File: src/rtl/ledwave_pkg.sv
package ledwave_pkg;

    localparam int BITS_PER_LED = 24;

    typedef enum logic [1:0] {
        ST_IDLE  = 2'd0,
        ST_LEAD  = 2'd1,
        ST_DATA  = 2'd2,
        ST_GUARD = 2'd3
    } wave_state_e;

endpackage

File: src/rtl/ledwave_timer.sv
module ledwave_timer #(
    parameter int SLOT_CYC  = 60,
    parameter int GUARD_CYC = 2640,
    parameter int CYC_W     = $clog2(SLOT_CYC),
    parameter int GRD_W     = $clog2(GUARD_CYC)
) (
    input  logic             clk,
    input  logic             rst_n,
    input  logic             slot_run_i,
    input  logic             guard_run_i,
    output logic [CYC_W-1:0] cyc_o,
    output logic             slot_last_o,
    output logic [GRD_W-1:0] gcnt_o,
    output logic             guard_last_o
);

    localparam logic [CYC_W-1:0] CYC_LAST = CYC_W'(SLOT_CYC - 1);
    localparam logic [GRD_W-1:0] GRD_LAST = GRD_W'(GUARD_CYC - 1);

    typedef struct packed {
        logic [CYC_W-1:0] cyc;
        logic [GRD_W-1:0] gcnt;
    } timer_t;

    timer_t tm_d, tm_q;

    assign cyc_o        = tm_q.cyc;
    assign gcnt_o       = tm_q.gcnt;
    assign slot_last_o  = (tm_q.cyc == CYC_LAST);
    assign guard_last_o = (tm_q.gcnt == GRD_LAST);

    always_comb begin
        tm_d = tm_q;
        if (slot_run_i) begin
            tm_d.cyc = slot_last_o ? '0 : tm_q.cyc + 1'b1;
        end else begin
            tm_d.cyc = '0;
        end
        if (guard_run_i) begin
            tm_d.gcnt = tm_q.gcnt + 1'b1;
        end else begin
            tm_d.gcnt = '0;
        end
    end

    always_ff @(posedge clk) begin
        if (!rst_n) begin
            tm_q <= '0;
        end else begin
            tm_q <= tm_d;
        end
    end

    // a period only restarts after its final cycle
    assert_slot_wrap_R1: assert property (@(posedge clk) disable iff (!rst_n)
        (slot_run_i && $past(slot_run_i) && tm_q.cyc == '0) |-> $past(tm_q.cyc) == CYC_LAST);

endmodule

File: src/rtl/ledwave_fetch.sv
module ledwave_fetch #(
    parameter int LANES  = 32,
    parameter int ADDR_W = 21
) (
    input  logic              clk,
    input  logic              rst_n,
    input  logic              clear_i,
    input  logic              issue_i,
    output logic              rd_en_o,
    output logic [ADDR_W-1:0] rd_addr_o,
    input  logic [LANES-1:0]  rd_data_i,
    output logic [LANES-1:0]  word_o
);

    typedef struct packed {
        logic [ADDR_W-1:0] addr;
        logic              pend;
        logic [LANES-1:0]  word;
    } fetch_t;

    fetch_t fe_d, fe_q;

    assign rd_en_o   = issue_i;
    assign rd_addr_o = fe_q.addr;
    assign word_o    = fe_q.word;

    always_comb begin
        fe_d      = fe_q;
        fe_d.pend = issue_i;
        if (clear_i) begin
            fe_d.addr = '0;
        end else if (issue_i) begin
            fe_d.addr = fe_q.addr + 1'b1;
        end
        if (fe_q.pend) begin
            fe_d.word = rd_data_i;
        end
    end

    always_ff @(posedge clk) begin
        if (!rst_n) begin
            fe_q <= '0;
        end else begin
            fe_q <= fe_d;
        end
    end

    // never two reads back to back
    assert_one_read_R6: assert property (@(posedge clk) disable iff (!rst_n)
        rd_en_o |=> !rd_en_o);

    // the word is taken one cycle after the read strobe
    assert_capture_R6: assert property (@(posedge clk) disable iff (!rst_n)
        fe_q.pend |=> word_o == $past(rd_data_i));

endmodule

File: src/rtl/ledwave_shaper.sv
module ledwave_shaper #(
    parameter int LANES  = 32,
    parameter int CYC_W  = 6,
    parameter int T0_CYC = 12,
    parameter int T1_CYC = 31
) (
    input  logic             clk,
    input  logic             rst_n,
    input  logic             active_i,
    input  logic [CYC_W-1:0] cyc_i,
    input  logic [LANES-1:0] word_i,
    input  logic [LANES-1:0] mask_i,
    output logic [LANES-1:0] lane_o
);

    localparam logic [CYC_W-1:0] T0_V = CYC_W'(T0_CYC);
    localparam logic [CYC_W-1:0] T1_V = CYC_W'(T1_CYC);

    typedef struct packed {
        logic [LANES-1:0] lane;
    } shape_t;

    shape_t sh_d, sh_q;

    assign lane_o = sh_q.lane;

    always_comb begin
        sh_d = sh_q;
        if (!active_i || cyc_i >= T1_V) begin
            sh_d.lane = '0;
        end else if (cyc_i < T0_V) begin
            sh_d.lane = mask_i;
        end else begin
            sh_d.lane = mask_i & word_i;
        end
    end

    always_ff @(posedge clk) begin
        if (!rst_n) begin
            sh_q <= '0;
        end else begin
            sh_q <= sh_d;
        end
    end

    // a masked-off lane never shows a high level
    assert_masked_R4: assert property (@(posedge clk) disable iff (!rst_n)
        (lane_o & ~mask_i) == '0);

    // rising edges only come from the first cycle of a data period
    assert_rise_R1: assert property (@(posedge clk) disable iff (!rst_n)
        ((lane_o & ~$past(lane_o)) != '0) |-> ($past(cyc_i) == '0 && $past(active_i)));

    // falling edges only at one of the two fall points
    assert_fall_R2: assert property (@(posedge clk) disable iff (!rst_n)
        ((~lane_o & $past(lane_o)) != '0) |-> ($past(cyc_i) == T0_V || $past(cyc_i) == T1_V));

    // tail of each period is low
    assert_tail_low_R3: assert property (@(posedge clk) disable iff (!rst_n)
        ($past(cyc_i) >= T1_V) |-> lane_o == '0);

endmodule

File: src/rtl/ledwave_engine.sv
module ledwave_engine #(
    parameter int LANES     = 32,
    parameter int CNT_W     = 16,
    parameter int ADDR_W    = CNT_W + 5,
    parameter int SLOT_CYC  = 60,
    parameter int T0_CYC    = 12,
    parameter int T1_CYC    = 31,
    parameter int GUARD_CYC = 2640
) (
    input  logic              clk,
    input  logic              rst_n,
    input  logic              start_i,
    input  logic [CNT_W-1:0]  led_count_i,
    input  logic [LANES-1:0]  lane_en_i,
    output logic              rd_en_o,
    output logic [ADDR_W-1:0] rd_addr_o,
    input  logic [LANES-1:0]  rd_data_i,
    output logic [LANES-1:0]  lane_o,
    output logic              busy_o,
    output logic              done_o
);
    import ledwave_pkg::*;

    localparam int CYC_W = $clog2(SLOT_CYC);
    localparam int GRD_W = $clog2(GUARD_CYC);
    localparam logic [GRD_W-1:0] GRD_LAST = GRD_W'(GUARD_CYC - 1);

    typedef struct packed {
        wave_state_e       state;
        logic [LANES-1:0]  mask;
        logic [ADDR_W-1:0] total;
        logic [ADDR_W-1:0] idx;
        logic [LANES-1:0]  word;
        logic              done;
    } eng_t;

    eng_t en_d, en_q;

    logic [CYC_W-1:0] cyc;
    logic [GRD_W-1:0] gcnt;
    logic             slot_last;
    logic             guard_last;
    logic [LANES-1:0] next_word;
    logic             accept;
    logic             issue;
    logic             last_idx;

    assign accept   = (en_q.state == ST_IDLE) && start_i;
    assign last_idx = (en_q.idx == en_q.total - 1'b1);
    assign issue    = (cyc == '0) &&
                      ((en_q.state == ST_LEAD) || (en_q.state == ST_DATA && !last_idx));
    assign busy_o   = (en_q.state != ST_IDLE);
    assign done_o   = en_q.done;

    ledwave_timer #(
        .SLOT_CYC (SLOT_CYC),
        .GUARD_CYC(GUARD_CYC),
        .CYC_W    (CYC_W),
        .GRD_W    (GRD_W)
    ) u_timer (
        .clk         (clk),
        .rst_n       (rst_n),
        .slot_run_i  ((en_q.state == ST_LEAD) || (en_q.state == ST_DATA)),
        .guard_run_i (en_q.state == ST_GUARD),
        .cyc_o       (cyc),
        .slot_last_o (slot_last),
        .gcnt_o      (gcnt),
        .guard_last_o(guard_last)
    );

    ledwave_fetch #(
        .LANES (LANES),
        .ADDR_W(ADDR_W)
    ) u_fetch (
        .clk      (clk),
        .rst_n    (rst_n),
        .clear_i  (accept),
        .issue_i  (issue),
        .rd_en_o  (rd_en_o),
        .rd_addr_o(rd_addr_o),
        .rd_data_i(rd_data_i),
        .word_o   (next_word)
    );

    ledwave_shaper #(
        .LANES (LANES),
        .CYC_W (CYC_W),
        .T0_CYC(T0_CYC),
        .T1_CYC(T1_CYC)
    ) u_shaper (
        .clk     (clk),
        .rst_n   (rst_n),
        .active_i(en_q.state == ST_DATA),
        .cyc_i   (cyc),
        .word_i  (en_q.word),
        .mask_i  (en_q.mask),
        .lane_o  (lane_o)
    );

    always_comb begin
        en_d = en_q;
        unique case (en_q.state)
            ST_IDLE: begin
                if (start_i) begin
                    en_d.mask  = lane_en_i;
                    en_d.total = ADDR_W'(led_count_i) * ADDR_W'(BITS_PER_LED);
                    en_d.idx   = '0;
                    en_d.done  = 1'b0;
                    en_d.state = (led_count_i == '0) ? ST_GUARD : ST_LEAD;
                end
            end
            ST_LEAD: begin
                if (slot_last) begin
                    en_d.word  = next_word;
                    en_d.idx   = '0;
                    en_d.state = ST_DATA;
                end
            end
            ST_DATA: begin
                if (slot_last) begin
                    if (last_idx) begin
                        en_d.state = ST_GUARD;
                    end else begin
                        en_d.idx  = en_q.idx + 1'b1;
                        en_d.word = next_word;
                    end
                end
            end
            ST_GUARD: begin
                if (guard_last) begin
                    en_d.state = ST_IDLE;
                    en_d.done  = 1'b1;
                end
            end
            default: en_d.state = ST_IDLE;
        endcase
    end

    always_ff @(posedge clk) begin
        if (!rst_n) begin
            en_q       <= '0;
            en_q.state <= ST_IDLE;
        end else begin
            en_q <= en_d;
        end
    end

    // the leading period stays quiet
    assert_lead_quiet_R7: assert property (@(posedge clk) disable iff (!rst_n)
        (en_q.state == ST_LEAD && $past(en_q.state) == ST_LEAD) |-> lane_o == '0);

    // done only after a full guard interval
    assert_done_after_guard_R8: assert property (@(posedge clk) disable iff (!rst_n)
        $rose(done_o) |-> ($past(en_q.state) == ST_GUARD && $past(gcnt) == GRD_LAST));

    // lines stay low through the guard interval
    assert_guard_low_R8: assert property (@(posedge clk) disable iff (!rst_n)
        (en_q.state == ST_GUARD && $past(en_q.state) == ST_GUARD) |-> lane_o == '0);

    // a busy start leaves the latched mask alone
    assert_busy_start_R9: assert property (@(posedge clk) disable iff (!rst_n)
        (busy_o && start_i) |=> en_q.mask == $past(en_q.mask));

    // an empty frame jumps to the guard interval
    assert_empty_frame_R10: assert property (@(posedge clk) disable iff (!rst_n)
        (accept && led_count_i == '0) |=> (en_q.state == ST_GUARD && !rd_en_o));

    // an accepted start clears done
    assert_done_clear_R11: assert property (@(posedge clk) disable iff (!rst_n)
        accept |=> (!done_o && busy_o));

endmodule

File: config.mk
export PLATFORM = sky130hd
export DESIGN_NAME = ledwave_engine
export DESIGN_NICKNAME = d
export VERILOG_FILES = /design/src/rtl/ledwave_pkg.sv /design/src/rtl/ledwave_timer.sv /design/src/rtl/ledwave_fetch.sv /design/src/rtl/ledwave_shaper.sv /design/src/rtl/ledwave_engine.sv
export SDC_FILE = /design/constraint.sdc
export NUM_CORES = 1
export LEC_CHECK = 0
export BUFFER_PORTS_ARGS = -buffer_cell sky130_fd_sc_hd__buf_4
export CAP_MARGIN = 10
export CELL_PAD_IN_SITES_DETAIL_PLACEMENT = 1
export CELL_PAD_IN_SITES_GLOBAL_PLACEMENT = 1
export CORE_MARGIN = 4
export CORE_UTILIZATION = 47
export DETAILED_ROUTE_END_ITERATION = 7
export PLACE_DENSITY_LB_ADDON = 0.05
export SYNTH_ARGS = -nofsm -noshare
export SYNTH_HDL_FRONTEND = slang
export SYNTH_HIERARCHICAL = 1
export SYNTH_SLANG_ARGS = --single-unit
File: constraint.sdc
create_clock -name clk -period 11.1 [get_ports clk]
set_input_delay 0.555 -clock clk [delete_from_list [all_inputs] [get_ports clk]]
set_output_delay 0.555 -clock clk [all_outputs]
set_load 0.01 [all_outputs]
After elaboration in Yosys (flattened, before gate mapping)
Index checks and enable logic that the tools add are counted.
Widths: inputs -> output; s select.

cells by class
  $add $sub $neg = 5
  $mul = 1
  order comparisons = 2
  equality and inequality tests = 12
  muxes and demuxes = 16
  bitwise operators = 3
  reductions and logical operators = 24

operators with widths
  kind                   count
  $mux 53                3
  $mux 76                1
  $pmux 32 s2            1
  $pmux 21 s3            1
  $add 21x1->21 const B  2
  $and 32x32->32         1
  $mux 32                1
  $eq 21x21->1           1
  $sub 21x1->21 const B  1
  $mul 16x2->18 const B  1
  $logic_not 16->1       1
  $add 12x1->12 const B  1
  $eq 12x12->1 const B   1
  $mux 2                 5
  $ne 2x2->1 const B     5
  $reduce_and 5->1       2
  $pmux 2 s4             1
  $add 6x1->6 const B    1
  $eq 6x6->1 const B     1
  $ge 6x5->1 const B     1
  $logic_not 6->1        1
  $lt 6x4->1 const B     1
  $reduce_bool 2->1      3
  $eq 2x2->1 const B     2
  other kinds (15)       24

storage, ports and cells
  register bits after elaboration = 210
  bits of input ports = 83
  output and inout port bits = 56
  word-level logic and storage cells = 75

Longest topological paths before layout
  depth in word-level cells = 6
  depth in mapped cells = 16
  depth with buffers taken out = 13

Modules after synthesis
The synthesis kept the hierarchy.

by module, submodules not included
  module          instances  cells each  area an instance (µm²)  sequential area each (µm²)
  ledwave_engine  1          775         6128.4                  2122.0
  ledwave_fetch   1          272         2585.0                  1081.0
  ledwave_shaper  1          106         1013.5                  640.6
  ledwave_timer   1          83          767.0                   360.3

Least setup slack after synthesis
OpenSTA, ideal clock, no wires.

  path kind = register to register
  start point = reg en_q[57] (netlist bit)
  end point = reg u_fetch.fe_q (netlist bit u_fetch/rd_addr_o[17])
  library setup time = 0.070 ns
  arrival = 3.870 ns
  required time = 11.030 ns
  setup slack = 7.160 ns
  cell stages (with the launch flop) = 17
  buffers on the path = 3
  clock period less this slack = 3.940 ns
  cell sequence = dfxtp_1 > inv_1 > ha_1 > or4b_1 > buf_2 > nor4_4 > mux2i_1 > a2bb2oi_1 > a2111oi_4 > o21bai_1 > and3_1 > buf_4 > nand4_2 > or3_1 > clkbuf_2 > or4_1 > a21oi_1

on the way
  longest elaborated chain between the ends = 6

RTL lines
  element                   RTL line               source
  start: declaration        ledwave_engine.sv:37   eng_t en_d, en_q;
  start signal: assignment  ledwave_engine.sv:144  en_q <= en_d;
  $sub 21x1->21             ledwave_engine.sv:49   assign last_idx = (en_q.idx == en_q.total - 1'b1);
  $eq 21x21->1              ledwave_engine.sv:49
  $logic_not 1->1           ledwave_engine.sv:51   ((en_q.state == ST_LEAD) || (en_q.state == ST_DATA && !last_idx));
  $logic_and 1x1->1         ledwave_engine.sv:51
  $logic_or 1x1->1          ledwave_engine.sv:51
  $logic_and 1x1->1         ledwave_engine.sv:50   assign issue = (cyc == '0) &&
  named net issue           ledwave_engine.sv:45   logic issue;
  end signal: assignment    ledwave_fetch.sv:42    fe_q <= '0;
  end signal: assignment    ledwave_fetch.sv:44    fe_q <= fe_d;
  end: declaration          ledwave_fetch.sv:21    fetch_t fe_d, fe_q;

The timed path passes the listed nets, and every way through them passes these cells.
A chain may end at the register's enable or synchronous reset.

Final worst setup path
  start point = reg en_q[57] (netlist bit)
  end point = reg u_fetch.fe_q (netlist bit u_fetch/rd_addr_o[17])

on the way
  longest elaborated chain between the ends = 6

RTL lines
  element            RTL line
  $sub 21x1->21      ledwave_engine.sv:49
  $eq 21x21->1       ledwave_engine.sv:49
  $logic_not 1->1    ledwave_engine.sv:51
  $logic_and 1x1->1  ledwave_engine.sv:51
  $logic_or 1x1->1   ledwave_engine.sv:51
  $logic_and 1x1->1  ledwave_engine.sv:50

Every way passes these cells.

==> flow_summary.json <==
{
  "drv_slew": 0,
  "cp_top_family": "simple AND/OR/NAND/NOR gates",
  "synth_area_leaders": "dfxtp_1, nand2_1, mux2i_1",
  "clock_path_buffers": 3,
  "critPathMaxStageDelay_ns": 0.65,
  "setup_violations": 0,
  "drive_gt1_share_pct": 16.2,
  "cts.sinks": 210,
  "status": "finished clean",
  "numPortBuffers": 138,
  "synth_seq_area_share_pct": 40.1,
  "total_power_mw": 1.80,
  "end_kind": "flip-flop",
  "cts_hold_buf": 0,
  "nets": 1410,
  "critPathKind": "flip-flop to flip-flop",
  "ctsResizeCount": 0,
  "syn_nets": 1355,
  "avgRoutedWirePerCell_um": 18.1,
  "cpMaxStageDelayCell": "or4b_1",
  "grtUsageTotal_pct": 23.0,
  "wl_mm": 28.8,
  "insertion_delay_ns": 0.51,
  "vias": 8838,
  "place_ws_ns": 6.32,
  "post-cts-setup-buffers": 0,
  "clock_skew_ns": 0.0184,
  "timing.final.crit_share_pct": 43.5,
  "crit_buf_inv": 1,
  "ys_ff_latch": 210,
  "viasPerCell": 5.57,
  "drc": 0,
  "die_area_um2": 24800,
  "synthCells": 1236,
  "cts_tree": "yes",
  "antenna_left": 0,
  "antenna_cells": 0,
  "final_cell_area_um2": 12000,
  "tightest_slew_ns": 1.13,
  "path_clk_slew_ns": 0.06,
  "netlist.area_leader.share_pct": 40.1,
  "p_leak_nw": 4.53,
  "cp_max_fo": 13,
  "dpl.hpwl_mm": 19.7,
  "firstDrtPassIters": 4,
  "relSlewSlack_pct": 24.9,
  "start_util_pct": 47.9,
  "drv_cap": 0,
  "reg2reg_depth": 13,
  "crit_arrival_ns": 5.25,
  "gp_congestion": 0.851,
  "antenna_found_initial": 0,
  "fmax_mhz": 207,
  "clockRootBuffer": "clkbuf_16",
  "core.rowCount": 54,
  "synth_edf_count": 0,
  "die-height_um": 157,
  "cp_cell_sequence": "inv_1, ha_1, or4b_1, nor4_4, mux2i_1, a2bb2oi_1, a2111oi_4, o21bai_1, and3_1, nand4_2, or3_1, or4_1, a21oi_1",
  "layout-area-overhead-vs-synth_pct": 14.5,
  "post_dp_cell_area_um2": 11200,
  "finalCriticalPeriod_ns": 4.83,
  "synthFlopType": "dfxtp_1",
  "synth_largest_area_cell": "dfxtp_1",
  "hold_viol": 0,
  "grt-ovfl-total": 0,
  "synth_most_common_cell": "dfxtp_1",
  "ir_worst_vdd_mv": 0.0920,
  "ios": 139,
  "path_depth": 13,
  "finalWorstSetupSlack_ns": 6.27,
  "coreArea_um2": 21900,
  "power_density_nw_per_um2": 150,
  "cts_buffers": 24,
  "hold_depth": 3,
  "required_ns": 11.51,
  "die_x_um": 157,
  "synthArstFlopShare_pct": 0,
  "synth_area_um2": 10500,
  "grt_max_degree": 85,
  "postSynthAreaPerCell_um2": 8.49,
  "initialDrtViolationCount": 378,
  "grt_pass1_vias": 9067,
  "rsz0062_at_grt": "no",
  "cp-start-kind": "flip-flop",
  "htree_levels": 1,
  "hp-class": "input pin to flip-flop",
  "finalSetupTns_ns": 0,
  "yosys_warnings": 6,
  "grt_pass1_wl_mm": 46.8,
  "synth_common_cells": "dfxtp_1, nand2_1, a21oi_1",
  "ys_types": 80
}
-- routing by layer --
layer,wire (µm),global-route usage [%],vias to the layer above
met5,0,0,-
met4,469,4.38,0
met3,1020,2.94,33
met2,13800,38.6,150
met1,13500,32.0,4306
li1,-,-,4349
-- worst paths after layout --
path / start / end / slack [ns]
max: en_q[57] / u_fetch/rd_addr_o[17] / 6.27
min: lane_en_i[5] / en_q[80] / 0.29
max reg2reg: en_q[57] / u_fetch/rd_addr_o[17] / 6.27
min reg2reg: en_q[87] / u_shaper/lane_o[12] / 0.45
-- cells by family (layout without fill, tap and decap cells) --
group           after synthesis  in the layout  share of synthesized area, %
xor+xnor                     46             46                          3.84
mux                          71             71                          6.77
buf+inv                     152            223                          7.98
compound gates              240            240                          14.2
simple gates                481            481                          22.7
flops                       210            210                          40.1
fa+ha+maj                    36             36                          4.36
-- tightest hold or removal path: stages --
cell and delay, ns:
buf_4 0.11, nand2_1 0.05, a21oi_1 0.05
-- final cells by class --
class | instances | area (µm²)
clock buffer | 30 | 664
clock inverter | 12 | 103
fill | 2592 | 9880
inverter | 37 | 139
multi-input combinational | 874 | 5470
sequential | 210 | 4210
tap | 280 | 350
timing repair buffer | 144 | 1080
-- report_power, final --
group	internal, mW	leakage, nW	switching [mW]	total (mW)
Sequential	0.776	1.70	0.0257	0.802
Clock	0.450	0.381	0.317	0.767
Combinational	0.0972	2.44	0.134	0.231
Total	1.32	4.53	0.477	1.80
-- metrics by stage --
step / utilization (%) / hold WS, ns / std cells
2_1_floorplan: - / 0.429 / 1236
3_3_place_gp: 51.4 / 0.438 / 1545
3_5_place_dp: 51.4 / 0.443 / 1545
4_1_cts: 54.9 / 0.280 / 1587
5_1_grt: 54.9 / 0.285 / 1587
6_report: 54.9 / 0.295 / 1587
-- sequential cells by signal, indices dropped and copies added (netlist names) --
name               count
en_q                 105
u_fetch/rd_addr_o     21
done_o                 1
u_timer/cyc_o          6
u_fetch/word_o        32
u_fetch/fe_q           1
u_timer/gcnt_o        12
u_shaper/lane_o       32
-- cells in the final DEF (no fill, tap or decap), types with 21 or more instances in the layout --
cell type  count
dfxtp_1      209
nand2_1      202
buf_4        144
a21oi_1       95
nor2_1        73
mux2i_1       71
o21ai_0       63
nor2b_1       37
ha_1          35
inv_1         34
nand3_1       28
clkbuf_16     25
xnor2_1       24
xor2_1        22
nor3_1        21
Note: power is estimated with default switching activity, not from simulation.
